File: src/rtl/mdio_pkg.sv
package mdio_pkg;

  // Operation codes carried in the frame's operation field.
  typedef enum logic [1:0] {
    OP_RSV_LO = 2'b00,
    OP_WRITE  = 2'b01,
    OP_READ   = 2'b10,
    OP_RSV_HI = 2'b11
  } mdio_op_e;

endpackage

File: src/rtl/mdio_clk_div.sv
module mdio_clk_div #(
  parameter int HALF_CYC = 32
) (
  input  logic clk,
  input  logic rst,
  input  logic run,
  output logic mdc,
  output logic rise_stb,
  output logic fall_stb
);

  localparam int CW = (HALF_CYC > 1) ? $clog2(HALF_CYC) : 1;
  localparam logic [CW-1:0] LAST = CW'(HALF_CYC - 1);

  logic [CW-1:0] cnt;
  logic          wrap;

  assign wrap     = run && (cnt == LAST);
  assign rise_stb = wrap && !mdc;
  assign fall_stb = wrap && mdc;

  always_ff @(posedge clk) begin
    if (rst || !run) begin
      cnt <= '0;
      mdc <= 1'b0;
    end else if (wrap) begin
      cnt <= '0;
      mdc <= ~mdc;
    end else begin
      cnt <= cnt + 1'b1;
    end
  end

endmodule

File: src/rtl/mdio_seq.sv
module mdio_seq #(
  parameter int FRAME_W = 32,
  parameter int DATA_W  = 16
) (
  input  logic clk,
  input  logic rst,
  input  logic start,
  input  logic start_rd,
  input  logic fall_stb,
  output logic busy,
  output logic cap_pin,
  output logic oe,
  output logic done,
  output logic irq
);

  localparam int IW = $clog2(FRAME_W);
  localparam logic [IW-1:0] LAST   = IW'(FRAME_W - 1);
  localparam logic [IW-1:0] OE_OFF = IW'(FRAME_W - DATA_W - 1);
  localparam logic [IW-1:0] CAP_ON = IW'(FRAME_W - DATA_W);

  logic [IW-1:0] idx;
  logic [IW-1:0] idx_nx;
  logic          rd;

  assign idx_nx  = idx + 1'b1;
  assign cap_pin = rd && (idx >= CAP_ON);

  always_ff @(posedge clk) begin
    if (rst) begin
      busy <= 1'b0;
      idx  <= '0;
      rd   <= 1'b0;
      oe   <= 1'b0;
      done <= 1'b0;
      irq  <= 1'b0;
    end else begin
      irq <= 1'b0;
      if (start) begin
        busy <= 1'b1;
        idx  <= '0;
        rd   <= start_rd;
        oe   <= 1'b1;
        done <= 1'b0;
      end else if (busy && fall_stb) begin
        if (idx == LAST) begin
          busy <= 1'b0;
          idx  <= '0;
          rd   <= 1'b0;
          oe   <= 1'b0;
          done <= 1'b1;
          irq  <= 1'b1;
        end else begin
          idx <= idx_nx;
          oe  <= !(rd && (idx_nx >= OE_OFF));
        end
      end
    end
  end

endmodule

File: src/rtl/mdio_shreg.sv
module mdio_shreg #(
  parameter int W = 32
) (
  input  logic         clk,
  input  logic         rst,
  input  logic         load,
  input  logic [W-1:0] load_val,
  input  logic         rise_stb,
  input  logic         fall_stb,
  input  logic         cap_pin,
  input  logic         pin_in,
  output logic [W-1:0] q
);

  logic in_bit;

  always_ff @(posedge clk) begin
    if (rst) begin
      q      <= '0;
      in_bit <= 1'b0;
    end else if (load) begin
      q <= load_val;
    end else begin
      if (rise_stb) in_bit <= pin_in;
      if (fall_stb) q <= {q[W-2:0], cap_pin ? in_bit : q[W-1]};
    end
  end

endmodule

File: src/rtl/mdio_shift_master.sv
module mdio_shift_master
  import mdio_pkg::*;
#(
  parameter int FRAME_W  = 32,
  parameter int DATA_W   = 16,
  parameter int HALF_CYC = 32
) (
  input  logic               clk,
  input  logic               rst,
  input  logic               bus_wr,
  input  logic [FRAME_W-1:0] bus_wdata,
  output logic [FRAME_W-1:0] bus_rdata,
  output logic               mdc,
  output logic               mdio_o,
  output logic               mdio_oe,
  input  logic               mdio_i,
  output logic               done,
  output logic               irq
);

  localparam int OP_HI = FRAME_W - 3;
  localparam int OP_LO = FRAME_W - 4;

  logic busy;
  logic start;
  logic start_rd;
  logic rise_stb;
  logic fall_stb;
  logic cap_pin;

  assign start    = bus_wr && !busy;
  assign start_rd = (mdio_op_e'(bus_wdata[OP_HI:OP_LO]) == OP_READ);

  mdio_clk_div #(.HALF_CYC(HALF_CYC)) u_div (
    .clk      (clk),
    .rst      (rst),
    .run      (busy),
    .mdc      (mdc),
    .rise_stb (rise_stb),
    .fall_stb (fall_stb)
  );

  mdio_seq #(.FRAME_W(FRAME_W), .DATA_W(DATA_W)) u_seq (
    .clk      (clk),
    .rst      (rst),
    .start    (start),
    .start_rd (start_rd),
    .fall_stb (fall_stb),
    .busy     (busy),
    .cap_pin  (cap_pin),
    .oe       (mdio_oe),
    .done     (done),
    .irq      (irq)
  );

  mdio_shreg #(.W(FRAME_W)) u_sr (
    .clk      (clk),
    .rst      (rst),
    .load     (start),
    .load_val (bus_wdata),
    .rise_stb (rise_stb),
    .fall_stb (fall_stb),
    .cap_pin  (cap_pin),
    .pin_in   (mdio_i),
    .q        (bus_rdata)
  );

  assign mdio_o = bus_rdata[FRAME_W-1];

endmodule

File: config.mk
export PLATFORM = sky130hd
export DESIGN_NAME = mdio_shift_master
export DESIGN_NICKNAME = d
export VERILOG_FILES = /design/src/rtl/mdio_pkg.sv /design/src/rtl/mdio_clk_div.sv /design/src/rtl/mdio_seq.sv /design/src/rtl/mdio_shreg.sv /design/src/rtl/mdio_shift_master.sv
export SDC_FILE = /design/constraint.sdc
export NUM_CORES = 1
export LEC_CHECK = 0
export CORE_MARGIN = 2
export CORE_UTILIZATION = 48
export DETAILED_ROUTE_END_ITERATION = 12
export GPL_TIMING_DRIVEN = 0
export MAX_ROUTING_LAYER = met4
export PLACE_DENSITY = 0.85
export SETUP_SLACK_MARGIN = 0.1
export SLEW_MARGIN = 20
export SYNTH_ARGS = -nofsm -noshare
export SYNTH_HDL_FRONTEND = slang
export SYNTH_SLANG_ARGS = --single-unit
File: constraint.sdc
create_clock -name clk -period 3.4 [get_ports clk]
set_clock_uncertainty 0.15 [all_clocks]
set_input_delay 0.34 -clock clk [delete_from_list [all_inputs] [get_ports clk]]
set_output_delay 0.34 -clock clk [all_outputs]
set_load 0.005 [all_outputs]
==> results of run 1 <==
[stage by stage]
stage	instance area, um2	hold slack, ns	setup WS (ns)	instances	total power, mW
after global routing	2910	0.317	1.10	365	1.19
after detailed placement	2820	0.287	1.27	357	0.814
after global placement	2820	0.279	1.32	357	0.811
after floorplan	2040	0.267	1.46	235	0.704
final	2910	0.300	1.26	365	1.13
after CTS	2910	0.302	1.24	365	1.14
[per-layer routing]
metal	GRT usage, %	part of all wire, %	vias to the layer above
li1	-	-	988
met1	28.2	45	898
met2	34.3	48	54
met3	3.95	4.6	10
met4	8.71	2.1	0
met5	-	0	-
[how the worst max path moves through the flow]
stage	to	start	cells after the start	slack, ns
global placement	u_sr.q[24]	u_div.cnt[0]	8	1.32
CTS	u_sr.q[21]	u_div.cnt[0]	9	1.24
detailed placement	u_sr.q[31]	u_div.cnt[0]	9	1.27
finish	u_sr.q[21]	u_div.cnt[0]	9	1.26
floorplan	u_sr.q[13]	u_div.cnt[0]	8	1.46
global route	u_sr.q[31]	u_div.cnt[0]	9	1.10
[power by group]
part	internal (mW)	leakage, nW	switching (mW)
Combinational	0.109	0.645	0.0686
Clock	0.142	0.0439	0.190
Sequential	0.601	0.401	0.0222
Total	0.853	1.09	0.281
[logic make-up (layout without fill, tap and decap cells)]
family | count (synthesis) | count (layout) | share of synthesized area (%)
compound gates | 67 | 67 | 20.3
xor+xnor | 5 | 5 | 2.15
fa+ha+maj | 5 | 5 | 3.07
buf+inv | 17 | 97 | 5.03
flops | 49 | 49 | 48.1
mux | 2 | 2 | 1.04
simple gates | 90 | 90 | 20.3
[synthesized netlist by cell type, drive strengths merged]
library cell  instances
a21oi                36
a22oi                27
a311oi                2
and2                  2
and2b                 1
and3                  3
buf                  12
clkbuf                4
dfxtp                49
ha                    5
inv                   1
mux2                  1
mux2i                 1
nand2                39
nand2b                3
nand3                 4
nand3b                1
nor2                 27
nor3                  2
nor4                  4
nor4b                 1
o2111ai               1
o21ai                 1
or2                   1
or3                   2
xnor2                 2
xor2                  3
[cell type report]
| class | count | area (um2) | share of cell area, % |
|---|---|---|---|
| clock buffers | 5 | 68.8 | 2.37 |
| inverters | 1 | 3.75 | 0.129 |
| multi-input cells | 169 | 955 | 32.8 |
| clock inverters | 3 | 17.5 | 0.602 |
| flip-flops and latches | 49 | 981 | 33.7 |
| repair buffers | 72 | 721 | 24.8 |
| well taps | 50 | 62.6 | 2.15 |
| plain buffers | 16 | 98.8 | 3.40 |
[flip-flops by register name, indices dropped and copies added, names as in the netlist]
| name | count |
|---|---|
| u_sr.q | 32 |
| u_sr.in_bit | 1 |
| u_seq.rd | 1 |
| u_div.mdc | 1 |
| u_seq.idx | 5 |
| u_seq.irq | 1 |
| u_div.cnt | 5 |
| u_seq.done | 1 |
| u_seq.oe | 1 |
| u_seq.busy | 1 |
==> impl_metrics.py, run 1 <==
metrics = {
    "setup_path": {
        "crit_arrival_ns": 2.23,
        "r2r_start": "u_div.cnt[0]",
        "crit_family": "simple AND/OR/NAND/NOR gates",
        "slowest_delay_ns": 0.33,
        "path_buf_inv": 2,
        "critPathKind": "reg -> reg",
        "rrSetupSlack_ns": 1.26,
        "worstReg2RegEnd": "u_sr.q[21]",
        "cp_max_fo": 10,
        "cp_slowest_cell": "dfxtp_1",
        "worstPathCellList": "ha_1 -> and3_1 -> ha_1 -> and3_1 -> buf_6 -> nor2_8 -> buf_6 -> nand2_1 -> a21oi_1",
        "critPathRequiredTime_ns": 3.49,
        "worst_setup_path_start_kind": "flop",
        "reg2reg_depth": 9,
        "endpoint_kind": "flop",
    },
    "global_route": {
        "gr-total-overflow": 0,
        "grt_pass1_wl_um": 8410,
        "grt_pass1_vias": 1770,
        "track_usage_pct": 22.0,
        "antenna_found_initial": 0,
        "grt_max_degree": 16,
    },
    "timing": {
        "slew_headroom_pct": 68.8,
        "period_minus_slack_ns": 2.14,
        "rsz0062_at_grt": "no",
        "slew_violations": 0,
        "fin_crit_sh_pct": 63.0,
        "hold_viol": 0,
        "worstMarginPinSlew_ns": 0.469,
        "setup_violations": 0,
        "fin_tns_setup_ns": 0,
        "fmax_ghz": 0.467,
    },
    "drt": {
        "dr_total_vias": 1950,
        "ant_nets": 0,
        "initialDrtViolationCount": 142,
        "routed_via_density": 5.34,
        "drtPass1Iterations": 5,
        "wire_per_inst_um": 13.8,
        "drt_wl_total_um": 5050,
        "drc": 0,
    },
    "floorplan": {
        "io-pin-count": 73,
        "rows": 23,
        "start_util_pct": 50.2,
        "die_x_um": 69.2,
        "die_h_um": 69.2,
        "dieArea_um2": 4780,
        "design.core.area_um2": 4060,
    },
    "clock_tree": {
        "post_cts_buffers": 0,
        "cts_tree": "done",
        "clockBufferDepth": 2,
        "cts_sinks": 49,
        "numCtsBuffers": 5,
        "clockRootBuffer": "clkbuf_8",
        "clkTransAtPathRegs_ns": 0.09,
        "holdBufCountCts": 0,
        "post_cts_resized": 0,
        "cts_htree_levels": 2,
        "clock_latency_ns": 0.30,
    },
    "status": {
        "status": "complete, no violations",
    },
    "layout": {
        "drive_above_1_share_pct": 7.62,
        "fin_util_pct": 71.7,
        "nFillCells": 350,
        "final_cell_mix": "clkdlybuf4s50_1 (72), dfxtp_1 (49), nand2_1 (39), a21oi_1 (36), a22oi_1 (27)",
        "antenna_cells": 0,
        "final_common_cell": "clkdlybuf4s50_1",
        "area_growth_pct": 42.7,
        "nets": 355,
    },
    "synth": {
        "ys_ff_latch": 49,
        "synthTopCellsByArea": "dfxtp_1 (48%), a22oi_1 (9.9%), a21oi_1 (8.8%)",
        "avgSynthCellArea_um2": 8.67,
        "ys_warn_count": 0,
        "synth-seq-area-share_pct": 48.1,
        "synth_fp_nets": 276,
        "synth_area_um2": 2040,
        "synth_top_cell_area_share_pct": 48.1,
        "yosysTopAreaCell": "dfxtp_1",
        "syn_inst": 235,
        "yosysUniqueCellTypes": 30,
    },
    "worst_hold_path": {
        "min_to": "u_div.cnt[0]",
        "min_path_cells": 1,
        "hold_class": "reg -> reg",
        "hold_path_startpoint": "u_div.cnt[0]",
    },
    "run": {
        "maxCapViolCount": 0,
    },
    "pwr": {
        "leakagePower_nw": 1.09,
        "vdd.ir_drop.worst_uv": 223,
        "powerDensity_nw_per_um2": 390,
    },
    "placed_design": {
        "place_hpwl_um": 3690,
        "gp_congestion": 0.892,
        "port_buffers": 72,
    },
}
Note: power is estimated with default switching activity, not from simulation.
==> run 2, diff against run 1 <==
- CORE_UTILIZATION: 48 -> 44
- PLACE_DENSITY: 0.85 -> 0.79
- clock period: 3.4 -> 2.05 ns (I/O delays scaled with it)
==> run 2 against run 1 <==
Compared with the run above: register-to-register slack got worse by 1.1 ns; via count up 2.7%; sequential power rose by 67%; sequential cell count is the same; largest cell class is now multi-input combinational cells; die area is 8.5% higher; clock power rose by 70%; critical endpoint is now u_sr.q[23]; final area increased by 6.4%; final cell count is 2.2% higher; core utilization decreased by 1.6 points; count of clock-buffer cells in the layout is 2 higher.
==> impl_metrics.py, run 2 (synthesis results as in run 1) <==
metrics = {
    "status": {
        "status": "complete, no violations",
    },
    "global_route": {
        "grt_use_met3_pct": 5.28,
        "track_usage_pct": 20.9,
        "grt-busiest-layer": "met2",
        "gr-total-overflow": 0,
        "grt_pass1_wl_um": 8260,
        "met1_usage_pct": 26.1,
        "grt_pass1_vias": 1825,
        "grt.met2_usage_pct": 32.1,
        "antenna_found_initial": 0,
        "grt_max_degree": 14,
    },
    "layout": {
        "reg_top3": "u_sr.q (32), u_div.cnt (5), u_seq.idx (5)",
        "largest_reg_flops": 32,
        "antenna_cells": 0,
        "area_growth_pct": 51.7,
        "final_cell_area_um2": 3090,
        "drive_above_1_share_pct": 14.3,
        "final_cells": 373,
        "final_cell_mix": "clkdlybuf4s50_1 (72), dfxtp_1 (47), nand2_1 (37), a21oi_1 (31), nor2_1 (26)",
        "top_register": "u_sr.q",
        "nets": 362,
        "final_common_cell": "clkdlybuf4s50_1",
        "fin_util_pct": 70.1,
    },
    "clock_tree": {
        "holdBufCountCts": 0,
        "clock_latency_ns": 0.30,
        "cts_tree": "done",
        "numCtsBuffers": 5,
        "clkTransAtPathRegs_ns": 0.08,
        "clockRootBuffer": "clkbuf_8",
        "cts_htree_levels": 2,
        "cts_sinks": 49,
        "clockBufferDepth": 2,
    },
    "setup_path": {
        "slowest_delay_ns": 0.34,
        "path_buf_inv": 2,
        "critPathKind": "reg -> reg",
        "crit_family": "simple AND/OR/NAND/NOR gates",
        "crit_arrival_ns": 1.97,
        "worstPathCellList": "ha_4 -> and3_4 -> ha_4 -> and3_4 -> buf_8 -> nor2_8 -> clkbuf_16 -> nand2_1 -> a21oi_1",
        "cp_slowest_cell": "dfxtp_2",
        "critPathRequiredTime_ns": 2.13,
        "endpoint_kind": "flop",
        "worst_setup_path_start_kind": "flop",
        "cp_max_fo": 8,
    },
    "drt": {
        "drc": 0,
        "ant_nets": 0,
        "routed_via_density": 5.37,
        "drt_wl_total_um": 5510,
        "drtPass1Iterations": 4,
        "initialDrtViolationCount": 176,
        "wire_per_inst_um": 14.8,
        "dr_total_vias": 2002,
    },
    "floorplan": {
        "die_x_um": 72.1,
        "dieArea_um2": 5190,
        "start_util_pct": 46.2,
        "die_h_um": 72.1,
        "rows": 24,
        "io-pin-count": 73,
        "design.core.area_um2": 4410,
    },
    "timing": {
        "period_minus_slack_ns": 1.89,
        "fmax_ghz": 0.528,
        "rsz0062_at_grt": "no",
        "slew_violations": 0,
        "setup_slack_ns": 0.156,
        "hold_viol": 0,
        "worstMarginPinSlew_ns": 0.489,
        "slew_headroom_pct": 67.4,
        "whs_ns": 0.290,
        "setup_violations": 0,
        "fin_crit_sh_pct": 92.4,
    },
    "run": {
        "maxCapViolCount": 0,
    },
    "pwr": {
        "seqPwrFrac_pct": 53.7,
        "powerDensity_nw_per_um2": 623,
        "vdd.ir_drop.worst_uv": 396,
        "leakagePower_nw": 1.13,
        "clockPowerShare_pct": 29.3,
        "internal_power_mw": 1.47,
        "power.switching_uw": 463,
        "p_comb_share_pct": 16.9,
        "swShare_pct": 24.0,
    },
    "placed_design": {
        "place_ws_ns": -0.0327,
        "place_inst": 359,
        "place_hpwl_um": 3660,
        "gp_congestion": 0.799,
        "place_area_um2": 2820,
        "port_buffers": 72,
    },
    "worst_hold_path": {
        "hold_class": "reg -> reg",
    },
}
==> run 2: cell types whose count changed in the layout (fill, tap and decap cells not counted), sizes merged <==
| cell | before | now |
|---|---|---|
| buf | 12 | 18 |
| clkbuf | 9 | 12 |
| clkinv | 2 | 0 |
| clkinvlp | 1 | 0 |
==> run 2: cell type report <==
| class | instances | area [um2] |
|---|---|---|
| well taps | 52 | 65.1 |
| repair buffers | 79 | 798 |
| flip-flops and latches | 49 | 983 |
| clock buffers | 7 | 86.3 |
| multi-input cells | 169 | 1030 |
| plain buffers | 16 | 125 |
| inverters | 1 | 3.75 |
| fillers | 359 | 1320 |
==> run 2: path summary, 6_finish.rpt <==
kind | depth (start not counted) | end | slack, ns | from
min reg2reg | 1 | u_div.cnt[0] | 0.29 | u_div.cnt[0]
max | 9 | u_sr.q[23] | 0.16 | u_div.cnt[0]
min | 1 | u_div.cnt[0] | 0.29 | u_div.cnt[0]
max reg2reg | 9 | u_sr.q[23] | 0.16 | u_div.cnt[0]
==> run 2: metrics by stage <==
step | power, mW | setup TNS [ns]
6_report | 1.93 | 0
5_1_grt | 2.01 | 0
4_1_cts | 1.93 | 0
3_5_place_dp | 1.35 | -0.353
3_3_place_gp | 1.35 | -0.0447
2_1_floorplan | 1.17 | 0
==> run 2: worst reg2reg max path: cells and delay by family (launching register included) <==
kind | cells | cell delay [ns]
adder cells (fa/ha/maj) | 2 | 0.31
AO/OA/AOI/OAI | 1 | 0.13
buffers and inverters | 2 | 0.31
flip-flops | 1 | 0.34
AND/OR/NAND/NOR | 4 | 0.60
==> run 2: power by group through the flow <==
stage	clock network [mW]	logic, mW	registers [mW]
5_1_grt	0.619	0.350	1.04
3_3_place_gp	0	0.295	1.05
6_report	0.565	0.326	1.04
4_1_cts	0.585	0.309	1.03
3_5_place_dp	0	0.297	1.06
2_1_floorplan	0	0.113	1.05
==> run 2: repair_timing <==
| action | in CTS | in global routing |
|---|---|---|
| buffers inserted | 2 | 3 |
| resized for setup | 14 | 16 |
| cloned | 1 | 1 |
| setup endpoints to repair | 36 | 34 |
| pin swaps | 1 | 19 |
==> run 2: layer usage <==
| metal | up-vias | routed length (um) |
|---|---|---|
| met4 | 0 | 97 |
| li1 | 992 | - |
| met1 | 931 | 2470 |
| met5 | - | 0 |
| met3 | 7 | 314 |
| met2 | 72 | 2630 |
==> run 3, diff against run 2 <==
- SKIP_CTS_REPAIR_TIMING: not set -> 1
==> run 3 against run 2 <==
Compared with the run above: critical path depth is the same; final area decreased by 1.9%; register-to-register slack worse by 0.02 ns; global-route usage is 0.75 points lower; first-iteration DRC count decreased by 34%; power down 0.97%; sequential share of layout area increased by 0.63 points; non-clock buffer count shrank 5; count of clock-buffer cells in the layout stayed put; highest routed layer unchanged; combinational power is 5% lower; core utilization decreased by 1.4 points.
==> impl_metrics.py, run 3 (synthesis results as in run 1) <==
metrics = {
    "setup_path": {
        "r2r_start": "u_div.cnt[0]",
        "reg2reg_depth": 9,
        "cp_slowest_cell": "dfxtp_2",
        "critPathKind": "reg -> reg",
        "critPathRequiredTime_ns": 2.09,
        "crit_arrival_ns": 1.95,
        "worstSetupPathDepth": 9,
        "crit_family": "simple AND/OR/NAND/NOR gates",
        "path_buf_inv": 2,
        "endpoint_kind": "flop",
        "startpoint": "u_div.cnt[0]",
        "slowest_delay_ns": 0.34,
        "worst_setup_path_start_kind": "flop",
        "cp_max_fo": 10,
        "worstPathCellList": "ha_2 -> and3_4 -> ha_4 -> and3_4 -> buf_8 -> buf_8 -> o21ai_0 -> a21oi_1 -> nor2_1",
    },
    "floorplan": {
        "io-pin-count": 73,
        "rows": 24,
        "dieArea_um2": 5190,
        "start_util_pct": 46.2,
        "die_h_um": 72.1,
        "die_x_um": 72.1,
        "design.core.area_um2": 4410,
    },
    "clock_tree": {
        "cts_tree": "done",
        "clockRootBuffer": "clkbuf_8",
        "clkTransAtPathRegs_ns": 0.08,
        "clockBufferDepth": 2,
        "clock_latency_ns": 0.30,
        "numCtsBuffers": 5,
        "cts_sinks": 49,
        "cts_htree_levels": 2,
    },
    "placed_design": {
        "port_buffers": 72,
        "gp_congestion": 0.799,
        "place_hpwl_um": 3660,
        "place_inst": 359,
    },
    "pwr": {
        "vdd.ir_drop.worst_uv": 438,
        "leakagePower_nw": 1.10,
        "finalPower_mw": 1.91,
        "powerDensity_nw_per_um2": 629,
    },
    "layout": {
        "final_cells": 368,
        "reg_top3": "u_sr.q (32), u_div.cnt (5), u_seq.idx (5)",
        "largest_reg_flops": 32,
        "drive_above_1_share_pct": 13.0,
        "nets": 357,
        "antenna_cells": 0,
        "area_growth_pct": 48.8,
        "top_register": "u_sr.q",
        "fin_util_pct": 68.7,
        "final_common_cell": "clkdlybuf4s50_1",
        "final_cell_mix": "clkdlybuf4s50_1 (72), dfxtp_1 (47), nand2_1 (39), a21oi_1 (36), nor2_1 (26)",
    },
    "drt": {
        "drc": 0,
        "drt_wl_total_um": 5230,
        "dr_total_vias": 1980,
        "drtPass1Iterations": 4,
        "routed_via_density": 5.38,
        "ant_nets": 0,
        "initialDrtViolationCount": 117,
        "wire_per_inst_um": 14.2,
    },
    "worst_hold_path": {
        "hold_path_startpoint": "u_div.cnt[0]",
        "min_path_cells": 1,
        "hold_class": "reg -> reg",
    },
    "timing": {
        "worstMarginPinSlew_ns": 0.448,
        "hold_viol": 0,
        "period_minus_slack_ns": 1.92,
        "rsz0062_at_grt": "yes",
        "fin_tns_setup_ns": 0,
        "slew_headroom_pct": 70.2,
        "whs_ns": 0.269,
        "setup_violations": 0,
        "slew_violations": 0,
        "fmax_ghz": 0.522,
        "fin_crit_sh_pct": 93.5,
    },
    "global_route": {
        "antenna_found_initial": 0,
        "grt_pass1_wl_um": 7960,
        "gr-total-overflow": 0,
        "grt_pass1_vias": 1739,
        "grt_max_degree": 14,
        "track_usage_pct": 20.2,
    },
    "run": {
        "maxCapViolCount": 0,
    },
    "status": {
        "status": "complete, no violations",
    },
}
[run 3: changes by cell type in the layout (fill, tap and decap cells not counted), sizes merged]
cell / before / now
clkbuf: 12 / 11
buf: 18 / 14
[run 3: layout make-up]
type                            instances  area [um2]
Buffer                                 16         125
Clock buffer                            7        86.3
Fill cell                             364        1380
Inverter                                1        3.75
Multi-Input combinational cell        169        1030
Sequential cell                        49         983
Tap cell                               52        65.1
Timing Repair Buffer                   74         737
[run 3: metrics by stage]
step | setup WS [ns] | area (um2)
after floorplan | 0.114 | 2040
after global placement | -0.0245 | 2820
after detailed placement | -0.0327 | 2820
after CTS | -0.0653 | 2910
after global routing | 0.0615 | 3030
final | 0.134 | 3030
[run 3: worst paths after layout]
path,to,slack (ns)
worst max-delay path,u_seq.idx[2],0.13
worst min-delay path,u_div.cnt[0],0.27
worst max register to register,u_seq.idx[2],0.13
worst min register to register,u_div.cnt[0],0.27
[run 3: power breakdown]
part	total, mW	switching, mW	internal [mW]
combinational	0.311	0.122	0.189
clock	0.563	0.295	0.268
sequential	1.04	0.0381	0.998
[run 3: per-layer routing]
layer / GRT usage (%) / up-vias / part of all wire [%]
met3: 4.86 / 5 / 6.2
met4: 7.55 / 0 / 1.4
met1: 26.2 / 918 / 45
met5: - / - / 0
met2: 30.5 / 75 / 48
li1: - / 982 / -
